`config.mk`:
```
export PLATFORM = sky130hd
export DESIGN_NAME = dma_irq_ctrl
export DESIGN_NICKNAME = d
export VERILOG_FILES = /design/src/rtl/dma_irq_pkg.sv /design/src/rtl/dma_irq_chan.sv /design/src/rtl/dma_irq_rdmux.sv /design/src/rtl/dma_irq_ctrl.sv
export SDC_FILE = /design/constraint.sdc
export NUM_CORES = 1
export LEC_CHECK = 0
export ABC_AREA = 1
export BUFFER_PORTS_ARGS = -buffer_cell sky130_fd_sc_hd__clkbuf_2
export CORE_ASPECT_RATIO = 1.4
export CORE_MARGIN = 2
export CORE_UTILIZATION = 51
export DETAILED_ROUTE_END_ITERATION = 8
export PLACE_DENSITY = 0.85
export SLEW_MARGIN = 10
export SYNTH_ARGS = -nofsm -noshare
export SYNTH_HDL_FRONTEND = slang
export SYNTH_SLANG_ARGS = --single-unit
```
`constraint.sdc`:
```
create_clock -name clk -period 1.1 [get_ports clk]
set_input_delay 0.055 -clock clk [delete_from_list [all_inputs] [get_ports clk]]
set_output_delay 0.055 -clock clk [all_outputs]
set_load 0.05 [all_outputs]
```
`src/rtl/dma_irq_pkg.sv`:
```
package dma_irq_pkg;
  localparam int unsigned WORD_W      = 32;
  localparam int unsigned ADDR_W      = 8;
  localparam int unsigned NIB_W       = 4;
  localparam int unsigned CH_PER_WORD = WORD_W / NIB_W;
  localparam int unsigned EV_KINDS    = 3;

  localparam logic [ADDR_W-1:0] OFS_EN0   = 8'h00;
  localparam logic [ADDR_W-1:0] OFS_EN1   = 8'h04;
  localparam logic [ADDR_W-1:0] OFS_PEND0 = 8'h10;
  localparam logic [ADDR_W-1:0] OFS_PEND1 = 8'h14;
  localparam logic [ADDR_W-1:0] OFS_BUSY  = 8'h30;

  // Nibble bit positions; bit 3 is reserved.
  localparam int unsigned BIT_HALF  = 0;
  localparam int unsigned BIT_DESC  = 1;
  localparam int unsigned BIT_CHAIN = 2;
endpackage

```
`src/rtl/dma_irq_chan.sv`:
```
module dma_irq_chan
  import dma_irq_pkg::*;
(
  input  logic                clk,
  input  logic                rst_n,
  input  logic [EV_KINDS-1:0] ev_i,
  input  logic                en_we_i,
  input  logic                clr_we_i,
  input  logic [NIB_W-1:0]    wbits_i,
  output logic [NIB_W-1:0]    pend_o,
  output logic [NIB_W-1:0]    en_o,
  output logic                req_o
);
  logic [EV_KINDS-1:0] pend_q, en_q, clr_mask;

  assign clr_mask = clr_we_i ? wbits_i[EV_KINDS-1:0] : '0;

  always_ff @(posedge clk) begin
    if (!rst_n) begin
      pend_q <= '0;
      en_q   <= '0;
    end else begin
      // Event has priority over the write-one clear.
      pend_q <= ev_i | (pend_q & ~clr_mask);
      if (en_we_i) en_q <= wbits_i[EV_KINDS-1:0];
    end
  end

  assign pend_o = {1'b0, pend_q};
  assign en_o   = {1'b0, en_q};
  assign req_o  = |(pend_q & en_q);

  assert_event_latch_R2: assert property (@(posedge clk) disable iff (!rst_n)
    (ev_i != '0) |=> ((pend_o[EV_KINDS-1:0] & $past(ev_i)) == $past(ev_i)));

  assert_w1c_clear_R4: assert property (@(posedge clk) disable iff (!rst_n)
    (clr_we_i && ev_i == '0) |=> ((pend_o[EV_KINDS-1:0] & $past(wbits_i[EV_KINDS-1:0])) == '0));

  assert_pend_hold_R4: assert property (@(posedge clk) disable iff (!rst_n)
    (!clr_we_i && ev_i == '0) |=> $stable(pend_o));

  assert_event_wins_R5: assert property (@(posedge clk) disable iff (!rst_n)
    (clr_we_i && ((ev_i & wbits_i[EV_KINDS-1:0]) != '0))
      |=> ((pend_o[EV_KINDS-1:0] & $past(ev_i & wbits_i[EV_KINDS-1:0]))
           == $past(ev_i & wbits_i[EV_KINDS-1:0])));

  assert_enable_hold_R8: assert property (@(posedge clk) disable iff (!rst_n)
    !en_we_i |=> $stable(en_o));
endmodule

```
`src/rtl/dma_irq_rdmux.sv`:
```
module dma_irq_rdmux
  import dma_irq_pkg::*;
(
  input  logic [ADDR_W-1:0] addr_i,
  input  logic [WORD_W-1:0] en0_i,
  input  logic [WORD_W-1:0] en1_i,
  input  logic [WORD_W-1:0] pend0_i,
  input  logic [WORD_W-1:0] pend1_i,
  input  logic [WORD_W-1:0] busy_i,
  output logic [WORD_W-1:0] rdata_o
);
  always_comb begin
    unique case (addr_i)
      OFS_EN0:   rdata_o = en0_i;
      OFS_EN1:   rdata_o = en1_i;
      OFS_PEND0: rdata_o = pend0_i;
      OFS_PEND1: rdata_o = pend1_i;
      OFS_BUSY:  rdata_o = busy_i;
      default:   rdata_o = '0;
    endcase
  end
endmodule

```
`src/rtl/dma_irq_ctrl.sv`:
```
module dma_irq_ctrl
  import dma_irq_pkg::*;
#(
  parameter int unsigned NUM_CH = 12
) (
  input  logic                  clk,
  input  logic                  rst_n,
  input  logic [NUM_CH-1:0]     ev_half_i,
  input  logic [NUM_CH-1:0]     ev_desc_i,
  input  logic [NUM_CH-1:0]     ev_chain_i,
  input  logic [NUM_CH-1:0]     ch_busy_i,
  input  logic                  reg_wen_i,
  input  logic [ADDR_W-1:0]     reg_addr_i,
  input  logic [WORD_W-1:0]     reg_wdata_i,
  output logic [WORD_W-1:0]     reg_rdata_o,
  output logic                  irq_o
);
  localparam int unsigned NUM_WORDS = 2;

  logic [WORD_W-1:0] en_word   [NUM_WORDS];
  logic [WORD_W-1:0] pend_word [NUM_WORDS];
  logic [NUM_WORDS-1:0] en_we, clr_we;
  logic [NUM_CH-1:0] ch_req;
  logic [WORD_W-1:0] busy_word;

  assign en_we[0]  = reg_wen_i && (reg_addr_i == OFS_EN0);
  assign en_we[1]  = reg_wen_i && (reg_addr_i == OFS_EN1);
  assign clr_we[0] = reg_wen_i && (reg_addr_i == OFS_PEND0);
  assign clr_we[1] = reg_wen_i && (reg_addr_i == OFS_PEND1);

  for (genvar w = 0; w < NUM_WORDS; w++) begin : g_word
    for (genvar k = 0; k < CH_PER_WORD; k++) begin : g_nib
      localparam int unsigned CH = w * CH_PER_WORD + k;
      if (CH < NUM_CH) begin : g_live
        logic [NIB_W-1:0] pend_n, en_n;
        logic [EV_KINDS-1:0] ev;
        assign ev[BIT_HALF]  = ev_half_i[CH];
        assign ev[BIT_DESC]  = ev_desc_i[CH];
        assign ev[BIT_CHAIN] = ev_chain_i[CH];
        dma_irq_chan u_chan (
          .clk      (clk),
          .rst_n    (rst_n),
          .ev_i     (ev),
          .en_we_i  (en_we[w]),
          .clr_we_i (clr_we[w]),
          .wbits_i  (reg_wdata_i[k*NIB_W +: NIB_W]),
          .pend_o   (pend_n),
          .en_o     (en_n),
          .req_o    (ch_req[CH])
        );
        assign pend_word[w][k*NIB_W +: NIB_W] = pend_n;
        assign en_word[w][k*NIB_W +: NIB_W]   = en_n;
      end else begin : g_absent
        assign pend_word[w][k*NIB_W +: NIB_W] = '0;
        assign en_word[w][k*NIB_W +: NIB_W]   = '0;
      end
    end
  end

  assign busy_word = WORD_W'(ch_busy_i);
  assign irq_o     = |ch_req;

  dma_irq_rdmux u_rdmux (
    .addr_i  (reg_addr_i),
    .en0_i   (en_word[0]),
    .en1_i   (en_word[1]),
    .pend0_i (pend_word[0]),
    .pend1_i (pend_word[1]),
    .busy_i  (busy_word),
    .rdata_o (reg_rdata_o)
  );

  assert_irq_needs_enable_R7: assert property (@(posedge clk) disable iff (!rst_n)
    (en_word[0] == '0 && en_word[1] == '0) |-> !irq_o);

  assert_irq_needs_pending_R7: assert property (@(posedge clk) disable iff (!rst_n)
    (pend_word[0] == '0 && pend_word[1] == '0) |-> !irq_o);
endmodule

```
==> run metrics, run 1 <==
run status aborted with a tool error; Last stage global routing (5_1_grt); First Error [ERROR DPL-0038] Utilization greater than 100%, impossible to legalize; biggest area consumer among synthesized cells dfxtp_1; clock root buffer clkbuf_8; Die X 76.2 um; fraction of synthesized area in multiplexers 0%; register area share after synthesis 38.7%; Post-Synth Simple-Gate Area 36.4%; largest family of logic cells by synthesized area simple AND/OR/NAND/NOR gates; Most used DFF post-synth dfxtp_1; GR repair worst EP irq_o; Synth async-reset ratio 0%; largest net degree at the start of global routing 21; synthesized area per cell 6.44 um2; synth cell count leaders 158 x nand2_1, 95 x nor2_1, 72 x dfxtp_1; Synth Cell Area 3720 um2; library cells used by synthesis 27; Syn Inst Count 578; Sink Count 72; Area contributors post-synth dfxtp_1 39%, nand2_1 16%, nor2_1 9.6%; routability cong. 0.965; top-area cell type share of the netlist area 38.7%; Yosys reg bits 72; I/O Buffers 110; adder-cell share of the synthesized area 0%; Worst End Pin Type top-level output; top-count cell post-synth nand2_1; H-tree depth 3; total I/O pin count 124; XOR/XNOR Fraction of Synth Area 0%; Initial Util 53.0%; total CTS buffers 9; Post-synth EDFFs 0; height of the chip 105 um; HPWL after detailed placement 9630 um; synth warn 0; Post-DP Area 5320 um2; Core Rows 36; Compound-Gate Fraction of Synth Area 12.9%; Max clock buf depth 2
[what timing repair did]
| action | CTS |
|---|---|
| endpoints found under the setup margin | 28 |
| pin swaps | 48 |
| gates cloned | 2 |
| hold buffers | 44 |
| endpoints found under the hold margin | 44 |
| buffers inserted | 18 |
| resized for setup | 99 |
[metrics by stage]
stage	hold slack (ps)	std cells	util [%]	setup TNS, ps	setup slack [ps]
after floorplan	189	582	-	-742	-133
after global placement	277	838	75.7	-9510	-265
after detailed placement	279	838	75.7	-12830	-323
after CTS	2.87	914	90.9	-5190	-416
[cell families after synthesis]
group                  after synthesis
AO/OA/AOI/OAI                       90
other                                1
flip-flops                          72
AND/OR/NAND/NOR                    318
buffers and inverters               97
==> run 2, diff against run 1 <==
--- a/config.mk
+++ b/config.mk
@@ -7,11 +7,10 @@
 export LEC_CHECK = 0
 export ABC_AREA = 1
 export BUFFER_PORTS_ARGS = -buffer_cell sky130_fd_sc_hd__clkbuf_2
-export CORE_ASPECT_RATIO = 1.4
 export CORE_MARGIN = 2
-export CORE_UTILIZATION = 51
+export CORE_UTILIZATION = 40
 export DETAILED_ROUTE_END_ITERATION = 8
-export PLACE_DENSITY = 0.85
+export PLACE_DENSITY_LB_ADDON = 0.15
 export SLEW_MARGIN = 10
 export SYNTH_ARGS = -nofsm -noshare
 export SYNTH_HDL_FRONTEND = slang
==> run 2 against run 1 <==
Effect of this change: synthesized cell count unchanged; the flow now finishes, with violations (setup timing); area after synthesis unchanged.
==> run metrics, run 2 <==
Core Rows 35 (-2.8%); most common cell after layout, fill and taps aside nand2_1; peak supply drop 595 uV; Most used DFF post-synth dfxtp_1; top-count cell post-synth nand2_1; total I/O pin count 124 (unchanged); Post-synth EDFFs 0 (unchanged); Synth Cell Area 3720 um2 (unchanged); layout cells sized above 1 46.3%; GR Layer Usage met1 32.5%; Placed Instances 856 (+2.1%); worst setup path class flip-flop to output port; Synth async-reset ratio 0% (unchanged); Syn Inst Count 578 (unchanged); Tightest Hold Check Type input port to flip-flop; critical path required time 1040 ps; Worst Slack Setup Final -400 ps; Via density 5.03; Slowest-stage cell, CP dfxtp_2; biggest area consumer among synthesized cells dfxtp_1; most frequent cells in the layout 94 x nand2_1, 81 x nor2_1, 79 x clkbuf_2; failing checks setup timing; GRT busiest layer met2; Slew Limit Fails 0; final WL 15100 um; Final Hold Viols 0; H-tree depth 3 (unchanged); arrival time of the worst setup path 1450 ps; fin crit period 1500 ps; clock root buffer clkbuf_8; worst clock skew 0 ps; biggest regs g_word.g_nib.g_live.u_chan.en_q (36), g_word.g_nib.g_live.u_chan.pend_q (36); Sink Count 72 (unchanged); HPWL after detailed placement 9350 um (-2.9%); nets 919; Final ANT Viol Nets 0; CTS tree done; Yosys reg bits 72 (unchanged); crit-path cells nand2_2 -> nand4_1 -> nor2_1 -> nand3_2 -> buf_12; synth cell count leaders 158 x nand2_1, 95 x nor2_1, 72 x dfxtp_1; GR Util All Layers 29.1%; met3 Resource Use GR 5.83%; post-DR wirelength/cell 15.9 um; synthesized area per cell 6.44 um2 (unchanged); final instance count without filler cells 944; crit share post-route 136%; number of global-route vias before repair 4879; Setup TNS Final -4560 ps; Max clock buf depth 2 (unchanged); first-pass GRT wire length 22800 um; largest net degree at the start of global routing 29; Initial Util 40.7% (-12 points); Clk Latency, worst-skew pair 340 ps; clock-pin slew on the worst setup and hold paths 80 ps; M2 GR Usage 52.8%; Area contributors post-synth dfxtp_1 39%, nand2_1 16%, nor2_1 9.6%; number of DRC markers in iteration 0 278; GR Overflow Total 0; Synth-to-Final Area Change 87.6%; routability cong. 0.827 (-14%); Lkg Pwr 3.31 nW; Remaining DRCs 0; Max FO, Critical Path 2; Pwr Density 868 nW/um2; top-area cell type share of the netlist area 38.7% (unchanged); Core Footprint 9150 um2; initial antenna violation count 0; Critical Path End Type output port; Finish-stage setup viols 28; via count 4746; drt first pass iters 7; I/O Buffers 110 (unchanged); fmax 666 MHz; run status finished with violations; register area share after synthesis 38.7% (unchanged); PnR Total Power 6.07 mW; library cells used by synthesis 27 (unchanged); MaxCap Viol Count 0; synth warn 0 (unchanged); height of the chip 100 um (-4.4%); Die Footprint 10100 um2; max incr delay on CP 330 ps; CP Launch Type flip-flop; total CTS buffers 9 (unchanged); n_diodes 0; RSZ-0062 raised after global routing yes; Die X 100 um (+32%)
==> run 2: cell counts after synthesis <==
Identical to the previous run, type by type.
==> run 2: cell type report <==
| type | instances | area [um2] |
|---|---|---|
| clock inverter | 2 | 35.0 |
| multi-input combinational | 413 | 2280 |
| sequential | 72 | 1490 |
| fill | 622 | 2170 |
| tap | 111 | 139 |
| clock buffer | 14 | 183 |
| inverter | 65 | 256 |
| timing repair buffer | 267 | 2610 |
==> run 2: critical path, delay by kind of cell (launching register included) <==
kind	cells	cell delay, ps
simple gates	4	600
buf+inv	1	160
flops	1	330
==> run 2: stage by stage <==
step	cell area, um2	hold WS, ps	setup slack [ps]	util [%]
2_1_floorplan	3830	189	-133	-
3_3_place_gp	5410	278	-302	59.1
3_5_place_dp	5410	278	-351	59.1
4_1_cts	6660	5.00	-390	72.7
5_1_grt	6990	23.5	-439	76.3
6_report	6990	27.9	-400	76.3
==> run 2: layer usage <==
metal | up-vias | wire, um
met5 | - | 0
met4 | 0 | 382
met3 | 37 | 997
met2 | 189 | 7780
met1 | 2198 | 5890
li1 | 2322 | -
==> run 2: worst paths after layout <==
path / endpoint / from / slack (ps) / cells past startpoint
setup / recovery: irq_o / g_word[0].g_nib[0].g_live.u_chan.pend_q[0] / -400 / 5
hold / removal: g_word[0].g_nib[3].g_live.u_chan.en_q[1] / reg_wdata_i[13] / 30 / 3
setup reg to reg: g_word[0].g_nib[7].g_live.u_chan.pend_q[2] / g_word[0].g_nib[7].g_live.u_chan.pend_q[2] / 290 / 4
hold reg to reg: g_word[0].g_nib[5].g_live.u_chan.pend_q[0] / g_word[0].g_nib[5].g_live.u_chan.pend_q[0] / 470 / 2
==> run 2: report_power, final <==
part	total (mW)	switching (mW)	leakage [nW]	internal [mW]
Clock	2.28	0.987	0.113	1.30
Sequential	2.79	0.0737	0.604	2.71
Combinational	0.997	0.481	2.59	0.517
Total	6.07	1.54	3.31	4.53
==> run 2: what timing repair did <==
action / 4_1_cts / 5_1_grt
gates cloned: 2 / 2
hold buffers: 48 / 0
setup buffers: 12 / 17
gates resized for setup: 128 / 88
setup endpoints to repair: 28 / 39
hold endpoints to repair: 48 / 0
pin swaps: 55 / 47
==> run 2: kinds of logic (layout without fill, tap and decap cells) <==
logic type	count (synthesis)	after routing	share of synthesized area, %
other cells	1	5	0.101
flops	72	72	38.7
buf+inv	97	348	11.9
compound gates	90	90	12.9
simple gates	318	318	36.4
Note: power is estimated with default switching activity, not from simulation.
